File: src/rtl/spi_dbuf_pkg.sv
package spi_dbuf_pkg;
    typedef enum logic [1:0] {
        ST_IDLE = 2'd0,
        ST_LOW  = 2'd1,
        ST_HIGH = 2'd2
    } eng_state_t;

    // Packed with en at bit 0, up to modf_en at bit 5.
    typedef struct packed {
        logic modf_en;
        logic err_ie;
        logic rx_ie;
        logic tx_ie;
        logic master;
        logic en;
    } ctrl_t;

    localparam int          CTRL_W    = 6;
    localparam logic [1:0]  ADDR_CTRL = 2'd0;
    localparam logic [1:0]  ADDR_STAT = 2'd1;
    localparam logic [1:0]  ADDR_DATA = 2'd2;
    localparam int          BIT_OVR   = 2;
    localparam int          BIT_MODF  = 3;
endpackage

File: src/rtl/spi_dbuf_engine.sv
module spi_dbuf_engine
    import spi_dbuf_pkg::*;
#(
    parameter int DATA_W   = 8,
    parameter int DIV_LOG2 = 2
) (
    input  logic              clk,
    input  logic              rst_n,
    input  logic              en,
    input  logic              master,
    input  logic              tx_pend,
    input  logic [DATA_W-1:0] tx_data,
    input  logic              ss_act,
    input  logic              sck_s,
    input  logic              mosi_s,
    input  logic              miso_s,
    output logic              load,
    output logic              done,
    output logic [DATA_W-1:0] rx_byte,
    output logic              sck_o,
    output logic              sdo
);
    localparam int BCW = $clog2(DATA_W);

    eng_state_t          state, state_nx;
    logic [DIV_LOG2-1:0] div_cnt;
    logic [BCW-1:0]      bit_cnt;
    logic [DATA_W-1:0]   shreg;
    logic                samp, sck_q, done_q;
    logic                div_end, sck_rise, sck_fall, start, abort;
    logic                edge_lead, edge_trail, last;

    assign div_end    = &div_cnt;
    assign sck_rise   = sck_s & ~sck_q;
    assign sck_fall   = ~sck_s & sck_q;
    assign start      = en & (master ? tx_pend : ss_act);
    assign abort      = ~en | (~master & ~ss_act);
    assign edge_lead  = master ? div_end : sck_rise;
    assign edge_trail = master ? div_end : sck_fall;
    assign last       = (bit_cnt == BCW'(DATA_W - 1));

    // Next-state logic
    always_comb begin
        state_nx = state;
        unique case (state)
            ST_IDLE: if (start) state_nx = ST_LOW;
            ST_LOW: begin
                if (abort)          state_nx = ST_IDLE;
                else if (edge_lead) state_nx = ST_HIGH;
            end
            ST_HIGH: begin
                if (abort)           state_nx = ST_IDLE;
                else if (edge_trail) state_nx = last ? ST_IDLE : ST_LOW;
            end
            default: state_nx = ST_IDLE;
        endcase
    end

    // State register
    always_ff @(posedge clk or negedge rst_n) begin
        if (!rst_n) state <= ST_IDLE;
        else        state <= state_nx;
    end

    // Datapath
    always_ff @(posedge clk or negedge rst_n) begin
        if (!rst_n) begin
            div_cnt <= '0;
            bit_cnt <= '0;
            shreg   <= '0;
            samp    <= 1'b0;
            sck_q   <= 1'b0;
            done_q  <= 1'b0;
        end else begin
            sck_q  <= sck_s;
            done_q <= 1'b0;
            if (state == ST_IDLE) begin
                div_cnt <= '0;
                bit_cnt <= '0;
                if (start && tx_pend) shreg <= tx_data;
            end else if (!abort) begin
                div_cnt <= div_cnt + 1'b1;
                if (state == ST_LOW && edge_lead)
                    samp <= master ? miso_s : mosi_s;
                if (state == ST_HIGH && edge_trail) begin
                    shreg   <= {shreg[DATA_W-2:0], samp};
                    bit_cnt <= bit_cnt + 1'b1;
                    done_q  <= last;
                end
            end
        end
    end

    // Outputs
    always_comb begin
        load    = (state == ST_IDLE) && start && tx_pend;
        done    = done_q;
        rx_byte = shreg;
        sck_o   = master && (state == ST_HIGH);
        sdo     = shreg[DATA_W-1];
    end
endmodule

File: src/rtl/spi_dbuf_regs.sv
module spi_dbuf_regs
    import spi_dbuf_pkg::*;
#(
    parameter int DATA_W = 8
) (
    input  logic              clk,
    input  logic              rst_n,
    input  logic [1:0]        bus_addr,
    input  logic              bus_wr,
    input  logic              bus_rd,
    input  logic [DATA_W-1:0] bus_wdata,
    output logic [DATA_W-1:0] bus_rdata,
    input  logic              load,
    input  logic              done,
    input  logic [DATA_W-1:0] rx_byte,
    input  logic              ss_act,
    output ctrl_t             ctrl,
    output logic              txe,
    output logic              rxf,
    output logic              ovr,
    output logic              modf,
    output logic [DATA_W-1:0] tx_data,
    output logic [DATA_W-1:0] rx_data
);
    logic wr_ctrl, wr_stat, wr_data, rd_data, modf_set;

    assign wr_ctrl  = bus_wr && (bus_addr == ADDR_CTRL);
    assign wr_stat  = bus_wr && (bus_addr == ADDR_STAT);
    assign wr_data  = bus_wr && (bus_addr == ADDR_DATA);
    assign rd_data  = bus_rd && (bus_addr == ADDR_DATA);
    assign modf_set = ctrl.en & ctrl.master & ctrl.modf_en & ss_act;

    always_ff @(posedge clk or negedge rst_n) begin
        if (!rst_n) begin
            ctrl    <= '0;
            txe     <= 1'b1;
            rxf     <= 1'b0;
            ovr     <= 1'b0;
            modf    <= 1'b0;
            tx_data <= '0;
            rx_data <= '0;
        end else begin
            if (wr_ctrl) ctrl <= ctrl_t'(bus_wdata[CTRL_W-1:0]);
            if (modf_set) begin
                modf    <= 1'b1;
                ctrl.en <= 1'b0;
            end else if (wr_stat && bus_wdata[BIT_MODF]) begin
                modf <= 1'b0;
            end
            if (wr_data) begin
                tx_data <= bus_wdata;
                txe     <= 1'b0;
            end else if (load) begin
                txe <= 1'b1;
            end
            if (wr_stat && bus_wdata[BIT_OVR]) ovr <= 1'b0;
            if (done) begin
                if (rxf && !rd_data) begin
                    ovr <= 1'b1;
                end else begin
                    rx_data <= rx_byte;
                    rxf     <= 1'b1;
                end
            end else if (rd_data) begin
                rxf <= 1'b0;
            end
        end
    end

    always_comb begin
        case (bus_addr)
            ADDR_CTRL: bus_rdata = DATA_W'(ctrl);
            ADDR_STAT: bus_rdata = DATA_W'({modf, ovr, rxf, txe});
            ADDR_DATA: bus_rdata = rx_data;
            default:   bus_rdata = '0;
        endcase
    end
endmodule

File: src/rtl/spi_dbuf_irq.sv
module spi_dbuf_irq
    import spi_dbuf_pkg::*;
(
    input  ctrl_t ctrl,
    input  logic  txe,
    input  logic  rxf,
    input  logic  ovr,
    input  logic  modf,
    output logic  tx_irq,
    output logic  rx_err_irq
);
    always_comb begin
        tx_irq     = txe & ctrl.tx_ie & ctrl.en;
        rx_err_irq = (rxf & ctrl.rx_ie & ctrl.en) | (ctrl.err_ie & (ovr | modf));
    end
endmodule

File: src/rtl/spi_dbuf_ctrl.sv
module spi_dbuf_ctrl
    import spi_dbuf_pkg::*;
#(
    parameter int DATA_W      = 8,
    parameter int DIV_LOG2    = 2,
    parameter int SYNC_STAGES = 2
) (
    input  logic              clk,
    input  logic              rst_n,
    input  logic [1:0]        bus_addr,
    input  logic              bus_wr,
    input  logic              bus_rd,
    input  logic [DATA_W-1:0] bus_wdata,
    output logic [DATA_W-1:0] bus_rdata,
    input  logic              ss_n_i,
    input  logic              sck_i,
    input  logic              mosi_i,
    input  logic              miso_i,
    output logic              sck_o,
    output logic              sck_oe_o,
    output logic              mosi_o,
    output logic              mosi_oe_o,
    output logic              miso_o,
    output logic              miso_oe_o,
    output logic              tx_irq_o,
    output logic              rx_err_irq_o
);
    localparam int NSYNC = 4;
    localparam logic [NSYNC-1:0] SYNC_RST = 4'b1000;

    logic [SYNC_STAGES-1:0][NSYNC-1:0] sync_q;
    logic              ss_n_s, sck_s, mosi_s, miso_s, ss_act;
    ctrl_t             ctrl;
    logic              txe, rxf, ovr, modf;
    logic              eng_load, eng_done, eng_sck, eng_sdo;
    logic [DATA_W-1:0] tx_data, rx_data, rx_byte;

    always_ff @(posedge clk or negedge rst_n) begin
        if (!rst_n) sync_q <= {SYNC_STAGES{SYNC_RST}};
        else        sync_q <= {sync_q[SYNC_STAGES-2:0], {ss_n_i, sck_i, mosi_i, miso_i}};
    end
    assign {ss_n_s, sck_s, mosi_s, miso_s} = sync_q[SYNC_STAGES-1];
    assign ss_act = ~ss_n_s;

    spi_dbuf_regs #(.DATA_W(DATA_W)) u_regs (
        .clk(clk), .rst_n(rst_n),
        .bus_addr(bus_addr), .bus_wr(bus_wr), .bus_rd(bus_rd),
        .bus_wdata(bus_wdata), .bus_rdata(bus_rdata),
        .load(eng_load), .done(eng_done), .rx_byte(rx_byte), .ss_act(ss_act),
        .ctrl(ctrl), .txe(txe), .rxf(rxf), .ovr(ovr), .modf(modf),
        .tx_data(tx_data), .rx_data(rx_data)
    );

    spi_dbuf_engine #(.DATA_W(DATA_W), .DIV_LOG2(DIV_LOG2)) u_eng (
        .clk(clk), .rst_n(rst_n),
        .en(ctrl.en), .master(ctrl.master), .tx_pend(~txe), .tx_data(tx_data),
        .ss_act(ss_act), .sck_s(sck_s), .mosi_s(mosi_s), .miso_s(miso_s),
        .load(eng_load), .done(eng_done), .rx_byte(rx_byte),
        .sck_o(eng_sck), .sdo(eng_sdo)
    );

    spi_dbuf_irq u_irq (
        .ctrl(ctrl), .txe(txe), .rxf(rxf), .ovr(ovr), .modf(modf),
        .tx_irq(tx_irq_o), .rx_err_irq(rx_err_irq_o)
    );

    assign sck_o     = eng_sck;
    assign mosi_o    = eng_sdo;
    assign miso_o    = eng_sdo;
    assign sck_oe_o  = ctrl.en & ctrl.master;
    assign mosi_oe_o = ctrl.en & ctrl.master;
    assign miso_oe_o = ctrl.en & ~ctrl.master & ss_act;
endmodule

File: config.mk
export PLATFORM = sky130hd
export DESIGN_NAME = spi_dbuf_ctrl
export DESIGN_NICKNAME = d
export VERILOG_FILES = /design/src/rtl/spi_dbuf_pkg.sv /design/src/rtl/spi_dbuf_engine.sv /design/src/rtl/spi_dbuf_regs.sv /design/src/rtl/spi_dbuf_irq.sv /design/src/rtl/spi_dbuf_ctrl.sv
export SDC_FILE = /design/constraint.sdc
export NUM_CORES = 1
export LEC_CHECK = 0
export CAP_MARGIN = 20
export CORE_MARGIN = 2
export CORE_UTILIZATION = 62
export CTS_CLUSTER_SIZE = 8
export DETAILED_ROUTE_END_ITERATION = 12
export DONT_BUFFER_PORTS = 1
export PLACE_DENSITY = 0.8
export SYNTH_ARGS = -nofsm -noshare
export SYNTH_HDL_FRONTEND = slang
export SYNTH_SLANG_ARGS = --single-unit
File: constraint.sdc
create_clock -name clk -period 2.2 [get_ports clk]
set_input_delay 0.44 -clock clk [delete_from_list [all_inputs] [get_ports clk]]
set_output_delay 0.44 -clock clk [all_outputs]
set_load 0.01 [all_outputs]
==> summary.md, run 1 <==
| Metric | Value |
|---|---|
| Port Buffer Count | 0 |
| Synthesized area per cell | ~13 µm² |
| Sw frac | 0.284 |
| Routed len/inst | 18.7 µm |
| Worst Reg2Reg Path Length in Cells | 4 |
| Number of CTS-inserted buffers | 5 |
| Slew @ Worst Pin | 0.626 ns |
| PD cells | 996 mW/mm² |
| Hold Fails Final Rpt | 0 |
| Maximum fanout along the worst path | 9 |
| Cell Chain, Critical Path | nor2b_1 -> nor2b_1 |
| Mapped Area | around 0.0024 mm² |
| MaxCap Viol Count | 0 |
| Minimum clock period | 2.00 ns |
| CP top delay family | simple AND/OR/NAND/NOR gates |
| Crit path to | miso_oe_o |
| Initial DRC Count | 123 |
| Unique cell type count in the Yosys netlist | 41 |
| CP max stage delay | 0.56 ns |
| P_leak | 0.00118 µW |
| DRC viols | 0 |
| # Post-CTS Setup Buffers | 0 |
| Via density | approximately 6.1 |
| WP data required | about 1.8 ns |
| Final HPWL DP | 3.14 mm |
| CP Buf/Inv Count | 0 |
| Final WL | between 4 and 5 mm |
| Sequential power share | 0.513 |
| YS warnings | 0 |
| Seq cells post-synth | 52 |
| Total track usage | 0.232 |
| Crit start category | register |
| Reg2reg start | u_regs.ctrl[1]$_DFFE_PN0P_ |
| Final GP Congestion | 0.771 |
| Die area | 0.00441 mm² |
| Fraction of final layout cells with drive strength greater than 1 | 0.332 |
| Most instantiated cells after synthesis | 49 x dfrtp_1, 31 x mux2_2, 12 x nand2_1, 8 x mux2_4, 8 x mux2i_1 |
| Finished Core Util | 0.698 |
| First-pass GRT wire length | between 7 and 8 mm |
| Share of power burned in the clock network | 0.246 |
| Crit end category | output port |
| Clk_skew | 0.00695 ns |
| Vias after detailed routing | 1445 |
| Worst Hold Class | in -> reg |
| R2r endpoint | u_eng.rx_byte[7]$_DFFE_PN0P_ |
| Die height | 66.4 µm |
| Count of inserted antenna diode cells | 0 |
| Clk root buf | clkbuf_8 |
| Setup violators final | 0 |
| Post-synth EDFFs | 0 |
| CTS H-tree lvls | 2 |
| Vias in the first global route | 1501 |
| CTS clock-pin slew for the worst setup and hold paths | approximately 0.090 ns |
| Resized cells post-CTS | 0 |
| Area Overhead vs Synth | 7.30% |
| Critical path arrival | 1.56 ns |
| TritonRoute pass-1 iters | 4 |
| P_int | 1850 µW |
| Area contributors post-synth | dfrtp_1 51%, mux2_2 14%, mux2_4 5.0%, mux2i_1 3.3%, dfstp_2 3.3% |
| Area leader, netlist | dfrtp_1 |
| Peak supply drop | 0.632 mV |
| P_sw | about 730 µW |
| Sequential element share of the synthesized area | 0.540 |
| Combinational share of power | 0.241 |
| Reg2Reg Setup Slack | approximately 0.25 ns |
| Asr flop ratio synth | 1.00 |
| Most frequent cell on the critical path | nor2b_1 |
| Setup TNS | 0 ns |
| Core area | ~0.0037 mm² |
| Fin nets | 211 |
| Synth Net Count | roughly 210 |
| CTS tree | done |
| Clk Latency, worst-skew pair | around 0.3 ns |
| Clk buf depth | 2 |
| Antenna violations before repair | 0 |
| Fmax | 499 MHz |
| Final ANT Viol Nets | 0 |
| Yosys top cell area share | 0.507 |
| Crit path kind | reg -> out |
| Status | completed |
| Row count | 22 |
| Clock sinks | 52 |
| Period utilization | 0.910 |
| Initial Util | 0.651 |
| Crit path launch | u_regs.ctrl[0]$_DFFE_PN0P_ |
| Final Max Tran Viols | 0 |
| Worst path slowest cell | dfrtp_1 |
| Synthesized instance count | 187 |
| Io pins | 34 |
| Crit path depth | 2 |
| Largest net degree at the start of global routing | 53 |
| Relative slew slack | 0.581 |
| Die Span X | 66.4 µm |
| RSZ-0062 raised after global routing | false |
| Gr ovfl total | 0 |
| Main synth FF type | dfrtp_1 |
| Top-count cell post-synth | dfrtp_1 |
-- how the worst min path moves through the flow --
stage / depth (start not counted) / startpoint / slack (ns) / endpoint
after floorplan: 0 / rst_n / 0.14 / miso_s$_DFF_PN0_
after global placement: 0 / rst_n / 0.15 / u_eng.bit_cnt[1]$_DFFE_PN0P_
after detailed placement: 0 / rst_n / 0.15 / u_eng.done$_DFF_PN0_
after CTS: 0 / ss_n_i / 0.12 / sync_q[3]$_DFF_PN1_
after global routing: 0 / ss_n_i / 0.11 / sync_q[3]$_DFF_PN1_
final: 0 / ss_n_i / 0.13 / sync_q[3]$_DFF_PN1_
-- metrics by stage --
stage	hold slack (ns)	cells	total power [µW]	area [µm²]	setup slack [ns]
floorplan	0.144	187	1820	2420	0.459
global placement	0.146	228	1910	2440	0.336
detailed placement	0.145	228	1930	2440	0.276
CTS	0.121	238	2590	2590	0.231
global route	0.110	238	2720	2590	0.167
finish	0.133	238	2580	2590	0.197
-- per-layer routing --
layer	global-route usage	wire length (µm)
met2	0.355	2140
met3	0.0494	261
met5	0	0
met4	0.0995	77
met1	0.320	1960
-- cells by family after synthesis --
logic type / Yosys count / synth area share
fa+ha+maj: 4 / 0.0207
buf+inv: 15 / 0.0336
flops: 52 / 0.540
compound gates: 23 / 0.0683
xor+xnor: 1 / 0.00362
simple gates: 45 / 0.107
mux: 47 / 0.227
-- cells in the final DEF (no fill, tap or decap), types with 2 or more instances in the layout --
master,synthesis,final
inv_1,3,3
mux2i_1,8,8
nor2_1,5,5
nand3_1,6,6
clkbuf_8,0,5
dfrtp_1,49,49
mux2_2,31,31
a21oi_1,3,3
mux2_4,8,8
dfstp_2,3,3
buf_4,2,5
o211ai_1,3,3
nand2_1,12,12
nor3_1,2,2
o21ai_0,6,6
ha_1,4,4
and2_1,5,5
nor2b_1,7,7
-- what timing repair did --
item | in CTS | in global routing
hold endpoints to repair | 52 | 0
setup endpoints to repair | 0 | 0
hold buffers | 2 | 0
-- power by group through the flow --
stage,Clock (µW),Combinational [µW],Sequential (µW)
6_report,636,622,1320
4_1_cts,649,627,1320
3_3_place_gp,0,579,1330
2_1_floorplan,0,577,1240
5_1_grt,688,678,1350
3_5_place_dp,0,598,1340
-- registers in the layout, indices dropped and copies added, names as in the netlist, 2 cells and up --
name,cells
u_eng.div_cnt,2
sync_q,4
u_eng.rx_byte,8
u_regs.rx_data,8
u_eng.state,2
u_regs.tx_data,8
u_regs.ctrl,6
u_eng.bit_cnt,3
-- final cells by class --
cell class | instances | area [µm²]
Sequential cell | 52 | 1310
Fill cell | 266 | 1120
Multi-Input combinational cell | 120 | 1030
Timing Repair Buffer | 7 | 75.1
Clock buffer | 5 | 68.8
Tap cell | 48 | 60.1
Clock inverter | 3 | 42.5
Inverter | 3 | 11.3
Power figures use the tool's default switching activity.
==> inputs of run 2 (changes only) <==
==> constraint.sdc (replaced) <==
create_clock -name clk -period 2.2 [get_ports clk]
set_input_delay 0.66 -clock clk [delete_from_list [all_inputs] [get_ports clk]]
set_output_delay 0.66 -clock clk [all_outputs]
set_load 0.01 [all_outputs]
==> run 2 against run 1 <==
Compared with the run above: non-clock buffer count shrank 2; sequential power is essentially flat; clock skew shrank 0.0018 ns; critical path depth is the same; combinational power shrank 4.0%; clock power grew 2%; largest cell class unchanged.
==> summary.md, run 2 (synthesis results as in run 1) <==
| Metric | Value |
|---|---|
| Fin nets | around 210 |
| Io pins | 34 |
| Port Buffer Count | 0 |
| Count of inserted antenna diode cells | 0 |
| Number of CTS-inserted buffers | 5 |
| Final WS setup | 0.0897 ns |
| Row count | 22 |
| Clk Latency, worst-skew pair | 0.31 ns |
| Die height | between 60 and 70 µm |
| Resized cells post-CTS | 0 |
| Fmax | about 470 MHz |
| Final Max Tran Viols | 0 |
| Crit path depth | 2 |
| Status | completed |
| RSZ-0062 raised after global routing | false |
| Filler cells | 275 |
| Vias in the first global route | 1438 |
| Final WL | approximately 4.6 mm |
| Via density | 6.14 |
| Area Overhead vs Synth | 5.85% |
| Routed len/inst | 19.4 µm |
| DRT met1 WL | 2.07 mm |
| P_leak | 0.00117 µW |
| Setup violators final | 0 |
| Final GP Congestion | around 0.82 |
| PD cells | 1010 mW/mm² |
| TritonRoute pass-1 iters | 4 |
| Final ANT Viol Nets | 0 |
| Crit end category | output port |
| Crit path kind | reg -> out |
| Peak supply drop | 0.687 mV |
| Largest net degree at the start of global routing | 53 |
| Crit start category | register |
| Die Span X | 66.4 µm |
| Maximum fanout along the worst path | 12 |
| Antenna violations before repair | 0 |
| Commonest non-fill, non-tap cell in the layout | dfrtp_1 |
| Final HPWL DP | 3.34 mm |
| Clock sinks | 52 |
| Minimum clock period | ~2.1 ns |
| CTS tree | done |
| First-pass GRT wire length | 7.11 mm |
| # Post-CTS Setup Buffers | 0 |
| Pre-CTS WS | 0.257 ns |
| Worst path slowest cell | dfrtp_1 |
| Worst Hold Class | in -> async |
| CTS clock-pin slew for the worst setup and hold paths | 0.09 ns |
| Clk buf depth | 2 |
| Relative slew slack | 0.555 |
| Critical path arrival | 1.45 ns |
| Vias after detailed routing | 1449 |
| Top sig layer | met4 |
| Die area | 0.00441 mm² |
| DRC viols | 0 |
| CP max stage delay | 0.55 ns |
| Hold_buf cts | 0 |
| Worst Reg2Reg Path Length in Cells | 4 |
| Clk root buf | clkbuf_8 |
| CP Buf/Inv Count | 0 |
| Gr ovfl total | 0 |
| Initial DRC Count | 113 |
| WP data required | approximately 1.5 ns |
| Cell Chain, Critical Path | nor2b_1 -> and2_1 |
| Fraction of final layout cells with drive strength greater than 1 | 0.335 |
| Hold Fails Final Rpt | 0 |
| Clk_skew | 0.00515 ns |
| MaxCap Viol Count | 0 |
| Total track usage | 0.226 |
| Met3 WL | 329 µm |
| CTS H-tree lvls | 2 |
| Core area | 0.00372 mm² |
| Setup TNS | 0 ns |
| Initial Util | 0.651 |
| Met2 wire len | 2.09 mm |
| Period utilization | 0.959 |
| Slew @ Worst Pin | 0.664 ns |
| Most frequent cells in the layout | 49 x dfrtp_1, 31 x mux2_2, 12 x nand2_1 |
| CP top delay family | simple AND/OR/NAND/NOR gates |
==> run 2: changes by cell type in the layout (fill, tap and decap cells not counted) <==
cell           change
nor2b_1            -1
buf_16             -1
nor2b_2            +1
dlygate4sd3_1      -1
==> run 2: layout make-up <==
cell class | instances | area [µm²] | share of cell area
sequential | 52 | 1310 | 0.510
multi-input combinational | 120 | 1030 | 0.404
clock buffer | 5 | 68.8 | 0.0269
tap | 48 | 60.1 | 0.0235
clock inverter | 3 | 42.5 | 0.0166
timing repair buffer | 5 | 37.5 | 0.0147
inverter | 3 | 11.3 | 0.00440
==> run 2: metrics by stage <==
step | cell area (µm²) | instances | utilization | hold slack (ns) | total power, µW
after floorplan | 2420 | 187 | - | 0.331 | 1820
after global placement | 2440 | 228 | 0.658 | 0.333 | 1910
after detailed placement | 2440 | 228 | 0.658 | 0.341 | 1950
after CTS | 2560 | 236 | 0.688 | 0.0245 | 2590
after global routing | 2560 | 236 | 0.689 | 0.0169 | 2690
final | 2560 | 236 | 0.689 | 0.0314 | 2580
==> run 2: routing by layer <==
layer,up-vias,global-route usage
li1,662,-
met1,734,0.311
met5,-,0
met4,0,0.0842
met3,8,0.0784
met2,45,0.334
==> run 2: power breakdown <==
| part | switching (µW) | internal [µW] | total (µW) | leakage [µW] |
|---|---|---|---|---|
| clock | 311 | 336 | 647 | 0.0000541 |
| combinational | 226 | 371 | 597 | 0.000460 |
| sequential | 201 | 1140 | 1340 | 0.000653 |
==> run 2: worst paths after layout <==
| check | start | endpoint | slack (ns) |
|---|---|---|---|
| setup / recovery | u_eng.state[1]$_DFFE_PN0P_ | sck_o | 0.09 |
| max in group asynchronous | rst_n | ss_n_s$_DFF_PN1_ | 1.98 |
| setup reg to reg | u_regs.ctrl[1]$_DFFE_PN0P_ | u_eng.rx_byte[7]$_DFFE_PN0P_ | 0.31 |
| hold reg to reg | sync_q[2]$_DFF_PN0_ | sck_s$_DFF_PN0_ | 0.36 |
| hold / removal | rst_n | u_regs.ovr$_DFF_PN0_ | 0.03 |
| min in group clk | ss_n_i | sync_q[3]$_DFF_PN1_ | 0.34 |
==> inputs of run 3 (changes only) <==
- PLACE_DENSITY: 0.8 -> 0.83
==> run 3 against run 2 <==
Compared with the run above: global-route usage increased by 1.8 points; critical path depth unchanged; fmax shrank 0.47%; clock power increased by 5.6%; non-clock buffer count unchanged; register-to-register slack worse by 0.04 ns; highest routed layer unchanged.
==> summary.md, run 3 (synthesis results as in run 1) <==
| Metric | Value |
|---|---|
| P_int | ~1900 µW |
| Antenna violations before repair | 0 |
| Relative slew slack | 0.551 |
| Die Span X | about 66 µm |
| CTS tree | done |
| Initial Util | 0.651 |
| MaxCap Viol Count | 0 |
| Number of CTS-inserted buffers | 5 |
| Peak supply drop | 0.665 mV |
| DRC viols | 0 |
| Final WL | 4.63 mm |
| Fraction of final layout cells with drive strength greater than 1 | 0.335 |
| First-pass GRT wire length | around 7.6 mm |
| Final HPWL DP | 3.38 mm |
| Reg2reg start | u_regs.ctrl[1]$_DFFE_PN0P_ |
| CTS H-tree lvls | 2 |
| WP data required | 1.54 ns |
| Crit start category | register |
| Minimum clock period | 2.12 ns |
| Die area | 0.00441 mm² |
| Gr ovfl total | 0 |
| Final GP Congestion | between 0.8 and 0.9 |
| RSZ-0062 raised after global routing | false |
| Slew @ Worst Pin | 0.670 ns |
| Final ANT Viol Nets | 0 |
| Combinational share of power | 0.229 |
| Crit path launch | u_regs.ctrl[0]$_DFFE_PN0P_ |
| Fin nets | approximately 210 |
| Die height | 66.4 µm |
| Share of power burned in the clock network | 0.261 |
| P_sw | 738 µW |
| R2r endpoint | u_eng.rx_byte[2]$_DFFE_PN0P_ |
| Largest net degree at the start of global routing | 53 |
| Hold Fails Final Rpt | 0 |
| Count of inserted antenna diode cells | 0 |
| Sw frac | 0.282 |
| Crit path kind | reg -> out |
| Pre-CTS WS | ~0.28 ns |
| Clock sinks | 52 |
| P_leak | 0.00117 µW |
| Setup TNS | 0 ns |
| Crit end category | output port |
| Clk_skew | 0.00986 ns |
| Finished Core Util | 0.691 |
| Setup violators final | 0 |
| Via density | 6.14 |
| Worst Hold Class | in -> async |
| Area Overhead vs Synth | 6.21% |
| Io pins | 34 |
| Final Max Tran Viols | 0 |
| Core area | 0.00372 mm² |
| Vias after detailed routing | roughly 1500 |
| Row count | 22 |
| Status | completed |
| Most frequent cells in the layout | 48 x dfrtp_1, 31 x mux2_2, 12 x nand2_1 |
| Hold_buf cts | 0 |
| Critical path arrival | 1.46 ns |
| Reg2Reg Setup Slack | 0.27 ns |
| Clk root buf | clkbuf_8 |
| Commonest non-fill, non-tap cell in the layout | dfrtp_1 |
| Vias in the first global route | 1544 |
| Period utilization | 0.964 |
| CTS clock-pin slew for the worst setup and hold paths | 0.09 ns |
| Maximum fanout along the worst path | 9 |
| TritonRoute pass-1 iters | 4 |
| Port Buffer Count | 0 |
| Sequential power share | 0.510 |
| Fmax | around 470 MHz |
| Initial DRC Count | 99 |
| Clk buf depth | 2 |
| Routed len/inst | 19.6 µm |
| Total track usage | 0.244 |
| Final WS setup | roughly 0.080 ns |
| Clk Latency, worst-skew pair | 0.31 ns |
| Worst Reg2Reg Path Length in Cells | 4 |
| PD cells | 1020 mW/mm² |
run 3: cell count changes in the layout (fill, tap and decap cells not counted), sizes merged:
cell      before  now
clkinvlp       1    0
clkbuf         5    6
run 3: power by group through the flow:
stage	Clock, µW	Sequential, µW	Combinational (µW)
global placement	0	1330	577
CTS	702	1330	603
global route	732	1360	658
finish	683	1340	600
floorplan	0	1240	577
detailed placement	0	1350	601
run 3: metrics by stage:
stage                     hold WS, ns  total power (µW)  area, µm²  std cells
after floorplan                 0.331              1820       2420        187
after global placement          0.332              1910       2440        228
after detailed placement        0.335              1950       2440        228
after CTS                      0.0202              2640       2570        236
after global routing           0.0108              2750       2570        236
final                          0.0308              2620       2570        236
run 3: routing by layer:
layer / GRT usage / up-vias / wire length, µm
met5: 0 / - / 0
li1: - / 654 / -
met1: 0.329 / 743 / 2040
met3: 0.0698 / 5 / 337
met2: 0.374 / 48 / 2190
met4: 0.0995 / 0 / 65
run 3: worst max path at each step:
stage | cells past startpoint | endpoint | slack (ns)
5_1_grt | 2 | miso_oe_o | 0.02
6_report | 2 | miso_oe_o | 0.08
3_5_place_dp | 4 | u_eng.rx_byte[0]$_DFFE_PN0P_ | 0.28
3_3_place_gp | 3 | bus_rdata[0] | 0.30
2_1_floorplan | 4 | bus_rdata[0] | 0.13
4_1_cts | 3 | bus_rdata[1] | 0.04
run 3: final cells by class:
type                    count  area (µm²)
clock inverters             2        38.8
inverters                   3        11.3
multi-input cells         120        1030
clock buffers               6        82.6
flip-flops and latches     52        1310
repair buffers              5        37.5
fillers                   270        1150
well taps                  48        60.1
run 3: critical path: stages (launching register included):
cell and delay (ns):
dfrtp_1 0.54, nor2b_1 0.32, nor2b_1 0.28
run 3: timing repair:
| item | in CTS | in global routing |
|---|---|---|
| buffers inserted | 0 | 0 |
| resized for setup | 0 | 2 |
| endpoints found under the setup margin | 0 | 2 |
